[config.mk]
export PLATFORM = sky130hd
export DESIGN_NAME = carrier_serial_link
export DESIGN_NICKNAME = d
export VERILOG_FILES = /design/src/rtl/csl_pkg.sv /design/src/rtl/csl_cfg_spi.sv /design/src/rtl/csl_ctrl.sv /design/src/rtl/csl_datapath.sv /design/src/rtl/carrier_serial_link.sv
export SDC_FILE = /design/constraint.sdc
export NUM_CORES = 1
export LEC_CHECK = 0
export ABC_AREA = 1
export ABC_CLOCK_PERIOD_IN_PS = 3700
export BUFFER_PORTS_ARGS = -buffer_cell sky130_fd_sc_hd__buf_4
export CAP_MARGIN = 0
export CORE_MARGIN = 1.5
export CORE_UTILIZATION = 46
export CTS_CLUSTER_SIZE = 16
export DETAILED_ROUTE_END_ITERATION = 10
export PLACE_DENSITY_LB_ADDON = 0.12
export SYNTH_ARGS = -nofsm -noshare
export SYNTH_HDL_FRONTEND = slang
export SYNTH_SLANG_ARGS = --single-unit
[constraint.sdc]
create_clock -name clk -period 3.7 [get_ports clk]
set_clock_uncertainty 0.05 [all_clocks]
set_input_delay 0.74 -clock clk [delete_from_list [all_inputs] [get_ports clk]]
set_output_delay 0.74 -clock clk [all_outputs]
set_load 0.05 [all_outputs]
[src/rtl/csl_pkg.sv]
package csl_pkg;

  typedef enum logic [1:0] {
    MODE_READER = 2'b00,
    MODE_SNIFF  = 2'b01,
    MODE_SIM    = 2'b10,
    MODE_PASS   = 2'b11
  } linkMode_e;

  localparam logic [3:0] CMD_SET_MODE = 4'hA;

  // strobes from the timing control to the data path
  typedef struct packed {
    logic restart;     // accepted mode write: start a clean frame
    logic loadStb;     // copy holding register into shifter
    logic shiftStb;    // falling bit-clock edge: advance outgoing bit
    logic sampleStb;   // rising bit-clock edge: take host bit
    logic lastSample;  // sample of the final bit of the frame
  } linkStb_t;

endpackage

[src/rtl/csl_cfg_spi.sv]
module csl_cfg_spi
  import csl_pkg::*;
#(
  parameter int CFG_W       = 16,
  parameter int CMD_W       = 4,
  parameter int SYNC_STAGES = 2
) (
  input  logic      clk,
  input  logic      rst_n,
  input  logic      spiSck,
  input  logic      spiCsN,
  input  logic      spiMosi,
  output linkMode_e modeReg,
  output logic      cfgWrite
);

  localparam int CNT_W = $clog2(CFG_W + 2);
  localparam logic [CNT_W-1:0] CNT_FULL = CNT_W'(CFG_W);
  localparam logic [CNT_W-1:0] CNT_OVER = CNT_W'(CFG_W + 1);

  logic [SYNC_STAGES-1:0] sckSync, csSync, mosiSync;
  logic sckPrev, csPrev;
  logic sckQ, csQ, mosiQ;
  logic sckRise, csRise;
  logic [CFG_W-1:0] shiftReg;
  logic [CNT_W-1:0] bitCount;
  logic [CMD_W-1:0] cmdField;

  always_ff @(posedge clk or negedge rst_n) begin
    if (!rst_n) begin
      sckSync  <= '0;
      csSync   <= '1;
      mosiSync <= '0;
      sckPrev  <= 1'b0;
      csPrev   <= 1'b1;
    end else begin
      sckSync  <= {sckSync[SYNC_STAGES-2:0], spiSck};
      csSync   <= {csSync[SYNC_STAGES-2:0], spiCsN};
      mosiSync <= {mosiSync[SYNC_STAGES-2:0], spiMosi};
      sckPrev  <= sckQ;
      csPrev   <= csQ;
    end
  end

  assign sckQ    = sckSync[SYNC_STAGES-1];
  assign csQ     = csSync[SYNC_STAGES-1];
  assign mosiQ   = mosiSync[SYNC_STAGES-1];
  assign sckRise = sckQ & ~sckPrev;
  assign csRise  = csQ & ~csPrev;

  always_ff @(posedge clk or negedge rst_n) begin
    if (!rst_n) begin
      shiftReg <= '0;
      bitCount <= '0;
    end else if (csQ) begin
      bitCount <= '0;
    end else if (sckRise) begin
      shiftReg <= {shiftReg[CFG_W-2:0], mosiQ};
      if (bitCount != CNT_OVER) bitCount <= bitCount + 1'b1;
    end
  end

  assign cmdField = shiftReg[CFG_W-1 -: CMD_W];
  assign cfgWrite = csRise && (bitCount == CNT_FULL) && (cmdField == CMD_SET_MODE);

  always_ff @(posedge clk or negedge rst_n) begin
    if (!rst_n)        modeReg <= MODE_READER;
    else if (cfgWrite) modeReg <= linkMode_e'(shiftReg[1:0]);
  end

  AST_MODE_HOLD: assert property (@(posedge clk) disable iff (!rst_n)
    !cfgWrite |=> $stable(modeReg));

  AST_MODE_LOAD: assert property (@(posedge clk) disable iff (!rst_n)
    cfgWrite |=> (modeReg == linkMode_e'($past(shiftReg[1:0]))));

endmodule

[src/rtl/csl_ctrl.sv]
module csl_ctrl
  import csl_pkg::*;
#(
  parameter int WORD_W    = 8,
  parameter int DIV_SNIFF = 8,
  parameter int DIV_OTHER = 16
) (
  input  logic      clk,
  input  logic      rst_n,
  input  linkMode_e mode,
  input  logic      cfgWrite,
  output linkStb_t  stb,
  output logic      linkClk,
  output logic      linkFrame
);

  localparam int DIV_W = $clog2(DIV_OTHER);
  localparam int BIT_W = $clog2(WORD_W);
  localparam logic [BIT_W-1:0] LAST_BIT = BIT_W'(WORD_W - 1);

  logic [DIV_W-1:0] divCnt, divLimit, divHalf;
  logic [BIT_W-1:0] bitCnt;
  logic wrap;

  always_comb begin
    if (mode == MODE_SNIFF) begin
      divLimit = DIV_W'(DIV_SNIFF - 1);
      divHalf  = DIV_W'(DIV_SNIFF / 2);
    end else begin
      divLimit = DIV_W'(DIV_OTHER - 1);
      divHalf  = DIV_W'(DIV_OTHER / 2);
    end
  end

  assign wrap = !cfgWrite && (divCnt >= divLimit);

  always_ff @(posedge clk or negedge rst_n) begin
    if (!rst_n) begin
      divCnt <= '0;
      bitCnt <= '0;
    end else if (cfgWrite) begin
      divCnt <= '0;
      bitCnt <= '0;
    end else if (wrap) begin
      divCnt <= '0;
      bitCnt <= (bitCnt == LAST_BIT) ? '0 : bitCnt + 1'b1;
    end else begin
      divCnt <= divCnt + 1'b1;
    end
  end

  always_comb begin
    stb.restart    = cfgWrite;
    stb.shiftStb   = wrap;
    stb.loadStb    = cfgWrite || (wrap && (bitCnt == LAST_BIT));
    stb.sampleStb  = !cfgWrite && (divCnt == divHalf - 1'b1);
    stb.lastSample = stb.sampleStb && (bitCnt == LAST_BIT);
  end

  assign linkClk   = (divCnt >= divHalf);
  assign linkFrame = (bitCnt == '0);

  AST_RESTART_CLEAN: assert property (@(posedge clk) disable iff (!rst_n)
    stb.restart |=> (divCnt == '0 && bitCnt == '0));

  AST_EDGE_EXCL: assert property (@(posedge clk) disable iff (!rst_n)
    $onehot0({stb.shiftStb, stb.sampleStb}));

  AST_FRAME_START: assert property (@(posedge clk) disable iff (!rst_n)
    $rose(linkFrame) |-> ($past(bitCnt) == LAST_BIT || $past(stb.restart)));

endmodule

[src/rtl/csl_datapath.sv]
module csl_datapath
  import csl_pkg::*;
#(
  parameter int WORD_W = 8
) (
  input  logic              clk,
  input  logic              rst_n,
  input  linkStb_t          stb,
  input  logic              modeIsPass,
  input  logic              txLoad,
  input  logic [WORD_W-1:0] txData,
  input  logic              linkDin,
  input  logic              cmpRaw,
  output logic              linkDout,
  output logic              modOut,
  output logic              rxValid,
  output logic [WORD_W-1:0] rxByte
);

  logic [WORD_W-1:0] holding, shifter, rxShift;

  always_ff @(posedge clk or negedge rst_n) begin
    if (!rst_n)      holding <= '0;
    else if (txLoad) holding <= txData;
  end

  always_ff @(posedge clk or negedge rst_n) begin
    if (!rst_n)            shifter <= '0;
    else if (stb.loadStb)  shifter <= holding;
    else if (stb.shiftStb) shifter <= {shifter[WORD_W-2:0], 1'b0};
  end

  always_ff @(posedge clk or negedge rst_n) begin
    if (!rst_n) begin
      rxShift <= '0;
      rxByte  <= '0;
      rxValid <= 1'b0;
    end else begin
      rxValid <= stb.lastSample && !modeIsPass;
      if (stb.sampleStb) rxShift <= {rxShift[WORD_W-2:0], linkDin};
      if (stb.lastSample && !modeIsPass) rxByte <= {rxShift[WORD_W-2:0], linkDin};
    end
  end

  assign linkDout = modeIsPass ? cmpRaw : shifter[WORD_W-1];
  assign modOut   = modeIsPass & linkDin;

  AST_LOAD_HOLD: assert property (@(posedge clk) disable iff (!rst_n)
    stb.loadStb |=> (shifter == $past(holding)));

  AST_RX_NOT_PASS: assert property (@(posedge clk) disable iff (!rst_n)
    rxValid |-> !$past(modeIsPass));

endmodule

[src/rtl/carrier_serial_link.sv]
module carrier_serial_link
  import csl_pkg::*;
#(
  parameter int WORD_W      = 8,
  parameter int DIV_SNIFF   = 8,
  parameter int DIV_OTHER   = 16,
  parameter int CFG_W       = 16,
  parameter int CMD_W       = 4,
  parameter int SYNC_STAGES = 2
) (
  input  logic              clk,
  input  logic              rst_n,
  input  logic              spiSck,
  input  logic              spiCsN,
  input  logic              spiMosi,
  input  logic              txLoad,
  input  logic [WORD_W-1:0] txData,
  input  logic              cmpRaw,
  input  logic              linkDin,
  output logic              linkClk,
  output logic              linkFrame,
  output logic              linkDout,
  output logic              modOut,
  output logic              carrierOut,
  output logic              rxValid,
  output logic [WORD_W-1:0] rxByte
);

  linkMode_e modeReg;
  logic      cfgWrite;
  linkStb_t  stb;
  logic      modeIsPass, modeIsSniff;

  csl_cfg_spi #(.CFG_W(CFG_W), .CMD_W(CMD_W), .SYNC_STAGES(SYNC_STAGES)) cfg_i (
    .clk(clk), .rst_n(rst_n), .spiSck(spiSck), .spiCsN(spiCsN), .spiMosi(spiMosi),
    .modeReg(modeReg), .cfgWrite(cfgWrite));

  csl_ctrl #(.WORD_W(WORD_W), .DIV_SNIFF(DIV_SNIFF), .DIV_OTHER(DIV_OTHER)) ctrl_i (
    .clk(clk), .rst_n(rst_n), .mode(modeReg), .cfgWrite(cfgWrite),
    .stb(stb), .linkClk(linkClk), .linkFrame(linkFrame));

  assign modeIsPass  = (modeReg == MODE_PASS);
  assign modeIsSniff = (modeReg == MODE_SNIFF);

  csl_datapath #(.WORD_W(WORD_W)) dp_i (
    .clk(clk), .rst_n(rst_n), .stb(stb), .modeIsPass(modeIsPass),
    .txLoad(txLoad), .txData(txData), .linkDin(linkDin), .cmpRaw(cmpRaw),
    .linkDout(linkDout), .modOut(modOut), .rxValid(rxValid), .rxByte(rxByte));

  assign carrierOut = ~clk & ~modeIsSniff;

endmodule

=== Word-level counts from Yosys, hierarchy flattened ===
Cells that the tools add are included.

* Bits in registers: 70
* Latch bits: 0
* RAM bits: 0
* ROM bits: 0
* Input bits: 16
* Memories: 0

* $add $sub $neg: 4
* Multipliers: 0
* Div/mod/pow operators: 0
* $lt $le $gt $ge: 2
* Equal/unequal tests: 7
* Shift-type cells: 0
* Mux-type cells: 13
* Bitwise gates (word level): 9
* Reduce and logical (&&, ||, !) cells: 17

{| class="wikitable"
|+ Operators by type and width
! cell !! count
|-
| $mux 4 || 4
|-
| $mux 8 || 2
|-
| $mux 5 || 3
|-
| $mux 3 || 3
|-
| $ge 4x4->1 || 2
|-
| $reduce_bool 2->1 || 4
|-
| $logic_and 1x1->1 || 7
|-
| $add 5x1->5 const B || 1
|-
| $eq 5x5->1 const B || 1
|-
| $ne 5x5->1 const B || 1
|-
| $not 1->1 || 5
|-
| $add 4x1->4 const B || 1
|-
| $and 1x1->1 || 4
|-
| $eq 4x4->1 || 1
|-
| $eq 4x4->1 const B || 1
|-
| $reduce_and 2->1 || 2
|-
| $sub 4x1->4 const B || 1
|-
| $add 3x1->3 const B || 1
|-
| $eq 3x3->1 const B || 1
|-
| $logic_not 3->1 || 1
|-
| $eq 2x1->1 const B || 1
|-
| $eq 2x2->1 const B || 1
|-
| $logic_not 1->1 || 2
|-
| $logic_or 1x1->1 || 1
|-
| $mux 1 || 1
|}

=== Depth between registers and ports, before layout ===
Gate-level depths: netlist of run 1.

* Word-level depth: 9
* Gate-level depth with buffers: 10
* Mapped depth without buffers: 10

=== Modules after synthesis ===
From an unflattened synthesis of run 1, not the netlist that was laid out.

* Cells, all modules: 350
* Area, all modules: 3150.5 um2

{| class="wikitable"
|+ By module, submodules not included
! module !! times used !! cells an instance !! area each (um2) !! sequential area each (um2)
|-
| csl_datapath || 1 || 153 || 1366.3 || 800.8
|-
| csl_cfg_spi || 1 || 130 || 1257.5 || 779.5
|-
| csl_ctrl || 1 || 63 || 506.7 || 175.2
|-
| carrier_serial_link || 1 || 4 || 20.0 || 0.0
|}

==> results of run 1 <==
registers in the layout, indices dropped and copies added (netlist names), 2 cells and up:
signal	flops
dp_i.rxShift	7
cfg_i.sckSync	2
cfg_i.bitCount	5
cfg_i.shiftReg	16
dp_i.holding	8
dp_i.shifter	8
ctrl_i.bitCnt	3
ctrl_i.divCnt	4
cfg_i.csSync	2
cfg_i.mosiSync	2
cfg_i.modeReg	2
dp_i.rxByte	8
layer usage:
metal	global-route usage, %	share of wire [%]
met4	10.4	2.7
met1	20.6	49
met2	24.3	43
met5	0	0
met3	5.84	4.6
layout by cell type (no fill, tap or decap), drive strengths merged:
master / netlist / layout
nand4: 2 / 2
nand3: 23 / 23
nand2: 76 / 76
ha: 10 / 10
o21ai: 33 / 33
buf: 5 / 29
dfrtp: 67 / 67
nor2: 19 / 19
clkbuf: 2 / 16
a21oi: 5 / 5
nor3b: 2 / 2
a211oi: 1 / 1
xor2: 2 / 2
xnor2: 1 / 1
o211ai: 2 / 2
mux2: 10 / 10
bufinv: 0 / 1
clkinv: 0 / 1
dfstp: 3 / 3
inv: 48 / 48
logic make-up after synthesis:
group | after synthesis | synth area share (%)
fa+ha+maj | 10 | 4.01
mux | 10 | 3.61
simple gates | 122 | 19.7
flops | 70 | 56.3
buf+inv | 55 | 7.90
compound gates | 41 | 7.66
xor+xnor | 3 | 0.842
worst max-delay path, delay by kind of cell:
family,cells,cell delay (ns)
and+or+nand+nor,1,0.11
buffers and inverters,3,0.44
worst paths after layout:
check / start / to / slack, ns
setup / recovery: clk / carrierOut / 0.52
hold / removal: cfg_i.mosiSync[0] / cfg_i.mosiSync[1] / 0.30
setup reg to reg: cfg_i.modeReg[1] / dp_i.rxByte[4] / 1.83
hold reg to reg: cfg_i.mosiSync[0] / cfg_i.mosiSync[1] / 0.30
max in group asynchronous: rst_n / dp_i.rxByte[6] / 2.69
min in group asynchronous: rst_n / cfg_i.bitCount[3] / 0.33
power by group:
group	leakage (nW)	internal [mW]	switching, mW	total [mW]
clock	0.116	0.394	0.321	0.714
combinational	0.845	0.0492	0.0560	0.105
sequential	0.889	0.826	0.0263	0.853
per-stage QoR:
stage | utilization, % | power (mW) | worst slack [ns]
global placement | 52.2 | 1.03 | 0.787
finish | 55.5 | 1.67 | 0.522
detailed placement | 52.2 | 1.04 | 0.787
global route | 55.5 | 1.77 | 0.489
floorplan | - | 0.976 | 0.406
CTS | 55.5 | 1.70 | 0.525
cell type report:
cell class / count / area [µm²] / area share (%)
Tap cell: 77 / 96.3 / 2.69
Clock buffer: 17 / 188 / 5.24
Multi-Input combinational cell: 186 / 1120 / 31.2
Sequential cell: 70 / 1760 / 49.0
Timing Repair Buffer: 28 / 210 / 5.87
Clock inverter: 2 / 35.0 / 0.978
Inverter: 48 / 180 / 5.03
==> flow_summary.yaml, run 1 <==
status:
  status: "complete, but fails checks"
  violations: "design-rule violations"
route:
  ant_nets: 0
  drt_iter0_drc: 104
  wirelength_um: 4940
  routed_via_density: 4.80
  drc: 2
  wire_per_inst_um: 11.5
  dr_total_vias: 2054
  first_pass_iters: 7
power_and_ir_drop:
  power_leakage_nw: 1.85
  ir_drop_v: 0.000197
  p_per_area_nw_per_um2: 467
grt:
  grt_pass1_wl_um: 9180
  grt_max_degree: 71
  antenna_found_initial: 0
  overflow: 0
  grt.total_usage_pct: 16.4
  grt_pass1_vias: 2042
sta:
  setup_viol: 0
  tightest_slew_ns: 0.852
  whs_ns: 0.297
  relSlewSlack_pct: 43.2
  finalSetupTns_ns: 0
  report.final.slew_viol_count: 0
  hold_violations: 0
  rsz0062_at_grt: "false"
floorplan:
  initial_core_util_pct: 48.3
  io_pins: 30
  core-area_um2: 6460
  fp.dieArea_um2: 7290
  die_h_um: 85.4
  fp-row-count: 29
  die_w_um: 85.4
setup_path:
  end_kind: "output port"
  arrival_ns: 2.39
  crit_fanout: 2
  cp_common_cell: "clkbuf_8"
  cpMaxStageDelayCell: "buf_4"
  worstPathRequired_ns: 2.91
  critPathLaunchType: "clock port"
  r2r_cells: 6
  worst-setup-path-type: "clk2out"
  critPathMaxStageDelay_ns: 0.21
  cp_cell_sequence: "clkbuf_8, clkbuf_8, nor2_1, buf_4"
placement:
  io_buffers: 29
  place_area_um2: 3370
  dp.cells: 410
  hpwlAfterDp_um: 3200
  gp_congestion: 0.714
clock_network:
  clk_latency_ns: 0.44
  postCtsHoldBufs: 0
  cts_resized: 0
  clkTransAtPathRegs_ns: 0.06
  tritoncts: "yes"
  post-cts-setup-buffer-count: 0
yosys:
  synth_area_leader_cell: "dfrtp_1"
  synth_top_cells_by_count: "dfrtp_1 (67), nand2_1 (66), inv_1 (48)"
  synthesis.nets: 337
  syn-cell-area_um2: 3120
  seq_area_frac_synth_pct: 56.3
  synthArstFlopShare_pct: 100
  synth_area_leaders: "dfrtp_1 (54%), nand2_1 (7.9%), inv_1 (5.8%)"
  synth_area_per_cell_um2: 10.0
  ys_types: 29
  yosysMostFrequentCell: "dfrtp_1"
  postSynthCellCount: 311
  yosys_most_used_dff: "dfrtp_1"
  synth.ff_latch_count: 70
  yosysTopAreaCellShare_pct: 53.7
  synth_edf_count: 0
  yosys_warnings: 0
flow_run:
  cap_violations: 0
min_path:
  holdPathStages: 0
  hp-class: "reg2reg"
layout:
  diodes: 0
  nNetsFinal: 373
  num-fill-cells: 598
  areaGrowthSynthToFinish_pct: 14.8
  drive_gt1_share_pct: 23.1
  fin_cells: 428
  fin_area_um2: 3580
(Power assumes the default switching activity.)
==> run 2: changes to the inputs <==
--- a/config.mk
+++ b/config.mk
@@ -6,7 +6,7 @@
 export NUM_CORES = 1
 export LEC_CHECK = 0
 export ABC_AREA = 1
-export ABC_CLOCK_PERIOD_IN_PS = 3700
+export ABC_CLOCK_PERIOD_IN_PS = 3550
 export BUFFER_PORTS_ARGS = -buffer_cell sky130_fd_sc_hd__buf_4
 export CAP_MARGIN = 0
 export CORE_MARGIN = 1.5
==> constraint.sdc (replaced) <==
create_clock -name clk -period 3.55 [get_ports clk]
set_clock_uncertainty 0.05 [all_clocks]
set_input_delay 0.71 -clock clk [delete_from_list [all_inputs] [get_ports clk]]
set_output_delay 0.71 -clock clk [all_outputs]
set_load 0.05 [all_outputs]
==> flow_summary.yaml, run 2 (synthesis results as in run 1) <==
placement:
  post-place-ws_ns: 0.742
  hpwlAfterDp_um: 3310
  gp_congestion: 0.730
  dp.cells: 410
  io_buffers: 29
setup_path:
  arrival_ns: 2.29
  r2r_cells: 7
  crit_fanout: 2
  end_kind: "output port"
  critPathLaunchType: "clock port"
  worstPathRequired_ns: 2.79
  crit_start: "clk"
  timing.rr.start: "cfg_i.modeReg[1]"
  worst-setup-path-type: "clk2out"
floorplan:
  fp-row-count: 29
  die_h_um: 85.4
  die_w_um: 85.4
  core-area_um2: 6460
  io_pins: 30
  initial_core_util_pct: 48.3
  fp.dieArea_um2: 7290
grt:
  grt.total_usage_pct: 16.5
  overflow: 0
  grt_pass1_wl_um: 9340
  grt_pass1_vias: 2125
  grt_max_degree: 71
  antenna_found_initial: 0
power_and_ir_drop:
  p_sw_mw: 0.420
  swShare_pct: 24.9
  ir_drop_v: 0.000236
  power_report.internal_total_mw: 1.27
  p_per_area_nw_per_um2: 473
  seq_power_share_pct: 52.6
  clkPwrFrac_pct: 40.9
  comb_power_share_pct: 6.6
  power_leakage_nw: 1.85
layout:
  final_common_cell: "dfrtp_1"
  areaGrowthSynthToFinish_pct: 14.4
  drive_gt1_share_pct: 23.4
  largest_reg_flops: 16
  fin_cells: 428
  num-fill-cells: 579
  top_register: "cfg_i.shiftReg"
  most-common-layout-cells: "dfrtp_1 (67), nand2_1 (66), inv_1 (48)"
  diodes: 0
  nNetsFinal: 373
sta:
  whs_ns: 0.300
  finalSetupTns_ns: 0
  setup_viol: 0
  relSlewSlack_pct: 42.9
  setup_slack_ns: 0.498
  tightest_slew_ns: 0.856
  report.final.slew_viol_count: 0
  rsz0062_at_grt: "false"
  hold_violations: 0
clock_network:
  post-cts-setup-buffer-count: 0
  clk_latency_ns: 0.44
  postCtsHoldBufs: 0
  clkTransAtPathRegs_ns: 0.07
  cts_resized: 0
  tritoncts: "yes"
route:
  routed_via_density: 4.77
  drt_iter0_drc: 82
  drc: 2
  ant_nets: 0
  dr_total_vias: 2041
  wire_per_inst_um: 11.7
  first_pass_iters: 7
  wirelength_um: 5020
flow_run:
  cap_violations: 0
status:
  violations: "design-rule violations"
  status: "complete, but fails checks"
min_path:
  holdPathStages: 0
  hp-class: "reg2reg"
  worstHoldStart: "cfg_i.csSync[0]"
run 2: changes by cell type in the layout (fill, tap and decap cells not counted):
cell	previous run	this run
clkbuf_8	12	13
bufinv_16	1	0
clkbuf_1	4	3
clkinv_2	1	2
run 2: final timing paths:
check	slack [ns]	endpoint
hold / removal	0.30	cfg_i.csSync[1]
setup reg to reg	1.68	dp_i.rxByte[7]
max in group asynchronous	2.57	cfg_i.modeReg[0]
hold reg to reg	0.30	cfg_i.csSync[1]
setup / recovery	0.50	carrierOut
min in group asynchronous	0.32	cfg_i.bitCount[3]
run 2: routing by layer:
layer / up-vias / wire (µm) / share of wire (%) / global-route usage (%)
met3: 6 / 205 / 4.1 / 5.93
met2: 34 / 2280 / 45 / 25.7
met4: 0 / 51 / 1.0 / 7.77
met1: 951 / 2480 / 49 / 20.7
met5: - / 0 / 0 / 0
li1: 1050 / - / - / -
run 2: power groups by stage:
stage                     Clock [mW]  Sequential, mW  Combinational, mW
after global routing           0.763           0.896              0.133
after detailed placement      0.0663           0.904              0.114
final                          0.690           0.888              0.111
after floorplan               0.0488           0.896             0.0721
after CTS                      0.716           0.889              0.115
after global placement        0.0663           0.902              0.110
run 2: stage by stage:
step,area [µm²],util [%],power [mW]
floorplan,3120,-,1.02
global placement,3370,52.2,1.08
detailed placement,3370,52.2,1.08
CTS,3570,55.2,1.72
global route,3570,55.2,1.79
finish,3570,55.2,1.69
run 2: final cells by class:
class,count,area (µm²),share of cell area [%]
well taps,77,96.3,2.70
inverters,48,180,5.05
flip-flops and latches,70,1760,49.2
clock buffers,17,198,5.54
repair buffers,28,210,5.89
clock inverters,2,10.0,0.281
multi-input cells,186,1120,31.3
run 2: critical path, stage by stage:
cell	delay [ns]
clkbuf_8	0.11
clkbuf_8	0.12
nor2_1	0.09
buf_4	0.20
==> run 3: changes to the inputs <==
--- a/config.mk
+++ b/config.mk
@@ -5,7 +5,7 @@
 export SDC_FILE = /design/constraint.sdc
 export NUM_CORES = 1
 export LEC_CHECK = 0
-export ABC_AREA = 1
+export ABC_AREA = 0
 export ABC_CLOCK_PERIOD_IN_PS = 3550
 export BUFFER_PORTS_ARGS = -buffer_cell sky130_fd_sc_hd__buf_4
 export CAP_MARGIN = 0
==> flow_summary.yaml, run 3 <==
status:
  status: "finished clean"
setup_path:
  worst-setup-path-type: "clk2out"
  path_buf_inv: 3
  worstPathRequired_ns: 2.79
  critPathMaxStageDelay_ns: 0.20
  cpMaxStageDelayCell: "buf_4"
  end_kind: "output port"
  cp_cell_sequence: "clkbuf_8, clkbuf_8, nor2_1, buf_4"
  crit_fanout: 2
  cpLargestDelayFamily: "buffers and inverters"
  critPathLaunchType: "clock port"
  arrival_ns: 2.30
  cp_common_cell: "clkbuf_8"
floorplan:
  io_pins: 30
  fp-row-count: 29
  initial_core_util_pct: 47.3
  core-area_um2: 6310
  fp.dieArea_um2: 6990
  die_h_um: 83.6
  die_w_um: 83.6
yosys:
  postSynthCellCount: 214
  yosysTopAreaCellShare_pct: 56.1
  muxShareOfSynthArea_pct: 17.3
  synth_edf_count: 0
  synthArstFlopShare_pct: 100
  synth_area_leader_cell: "dfrtp_1"
  yosys_warnings: 0
  synth_top_cells_by_count: "dfrtp_1 (67), mux2_2 (25), mux2_4 (15), nand2_1 (15)"
  yosys_most_used_dff: "dfrtp_1"
  seq_area_frac_synth_pct: 58.7
  synth_area_per_cell_um2: 14.0
  yosysMostFrequentCell: "dfrtp_1"
  synthSimpleGateAreaFrac_pct: 9.13
  synth_top_family_by_area: "multiplexers"
  synth.ff_latch_count: 70
  synth_area_leaders: "dfrtp_1 (56%), mux2_2 (9.4%), mux2_4 (7.5%)"
  synthesis.nets: 240
  synthAdderAreaFrac_pct: 4.19
  syn-cell-area_um2: 2990
  ys_types: 36
  synth-compound-area-share_pct: 5.94
  synth_xor_area_share_pct: 1.76
sta:
  setup_viol: 0
  finalSetupTns_ns: 0
  relSlewSlack_pct: 43.3
  rsz0062_at_grt: "false"
  tightest_slew_ns: 0.850
  report.final.slew_viol_count: 0
  hold_violations: 0
layout:
  drive_gt1_share_pct: 39.0
  multi_input_area_um2: 1140
  nNetsFinal: 275
  top_register: "cfg_i.shiftReg"
  final-seq-area_um2: 1760
  fin_area_um2: 3490
  most-common-layout-cells: "dfrtp_1 (67), buf_4 (29), mux2_2 (25)"
  areaGrowthSynthToFinish_pct: 16.9
  final_common_cell: "dfrtp_1"
  diodes: 0
  num-fill-cells: 546
  largest_reg_flops: 16
placement:
  io_buffers: 29
  gp_congestion: 0.800
  place_area_um2: 3250
  hpwlAfterDp_um: 2940
power_and_ir_drop:
  swShare_pct: 23.6
  ir_drop_v: 0.000392
  p_per_area_nw_per_um2: 509
  clkPwrFrac_pct: 44.2
  power_report.internal_total_mw: 1.36
  comb_power_share_pct: 5.6
  seq_power_share_pct: 50.2
  power_leakage_nw: 1.71
  p_sw_mw: 0.420
grt:
  grt_pass1_vias: 1767
  antenna_found_initial: 0
  grt_pass1_wl_um: 8050
  grt.total_usage_pct: 15.0
  overflow: 0
  grt_max_degree: 71
route:
  first_pass_iters: 4
  wire_per_inst_um: 13.8
  drt_iter0_drc: 83
  routed_via_density: 5.02
  ant_nets: 0
  dr_total_vias: 1662
  wirelength_um: 4550
  drc: 0
min_path:
  hp-class: "reg2reg"
clock_network:
  clkTransAtPathRegs_ns: 0.07
  postCtsHoldBufs: 0
  post-cts-setup-buffer-count: 0
  clk_latency_ns: 0.44
  cts_resized: 0
  tritoncts: "yes"
flow_run:
  cap_violations: 0
[run 3: cell types whose count changed after synthesis, moves of 7 or more]
cell / change
mux2_4: +15
inv_1: -39
o21ai_0: -18
mux2_2: +15
o22ai_1: +7
o21ai_2: -7
nand2_1: -51
nand3_1: -14
[run 3: metrics by stage]
| step | hold slack (ns) | power, mW | utilization (%) | setup WS, ns | std cells |
|---|---|---|---|---|---|
| 2_1_floorplan | 0.281 | 1.01 | - | 0.361 | 214 |
| 3_3_place_gp | 0.287 | 1.07 | 51.4 | 0.742 | 312 |
| 3_5_place_dp | 0.287 | 1.08 | 51.4 | 0.742 | 312 |
| 4_1_cts | 0.303 | 1.80 | 55.4 | 0.474 | 331 |
| 5_1_grt | 0.295 | 1.86 | 55.4 | 0.455 | 331 |
| 6_report | 0.300 | 1.78 | 55.4 | 0.487 | 331 |
[run 3: power by group through the flow]
stage	clock network (mW)	registers (mW)	logic (mW)
global route	0.848	0.900	0.112
CTS	0.808	0.893	0.103
finish	0.786	0.892	0.0996
detailed placement	0.0663	0.908	0.103
floorplan	0.0488	0.895	0.0695
global placement	0.0663	0.907	0.101
[run 3: worst reg2reg max path, stage by stage (launching register included)]
cell and delay [ns]:
dfrtp_1 0.40, nor2b_1 0.21, ha_1 0.28, nor3b_1 0.30
nand3_1 0.24, nor2_8 0.25, mux2_4 0.33
[run 3: layout make-up]
type                            instances  area share (%)
Clock buffer                           18            6.91
Inverter                                9           0.967
Sequential cell                        70            50.2
Timing Repair Buffer                   28            6.02
Multi-Input combinational cell        127            32.8
Tap cell                               77            2.76
Clock inverter                          2           0.358
[run 3: kinds of logic after synthesis]
family	Yosys count
AOI/OAI and AO/OA	24
xor gates and xnor gates	6
buffers and inverters	17
DFF	70
adders and majority gates	10
muxes	41
and+or+nand+nor	46
[run 3: layer usage]
metal,track usage [%],wire [µm],part of all wire (%)
met1,20.1,2370,52
met2,20.7,1870,41
met3,6.03,204,4.5
met4,8.64,102,2.2
met5,0,0,0
[run 3: final timing paths]
path / start / to / slack (ns) / cells after the start
max in group asynchronous: rst_n / ctrl_i.bitCnt[1] / 2.58 / 1
worst max register to register: cfg_i.modeReg[1] / dp_i.rxByte[7] / 1.38 / 6
min in group asynchronous: rst_n / dp_i.rxByte[5] / 0.34 / 1
worst min register to register: cfg_i.sckSync[0] / cfg_i.sckSync[1] / 0.30 / 0
worst max-delay path: clk / carrierOut / 0.49 / 4
worst min-delay path: cfg_i.sckSync[0] / cfg_i.sckSync[1] / 0.30 / 0
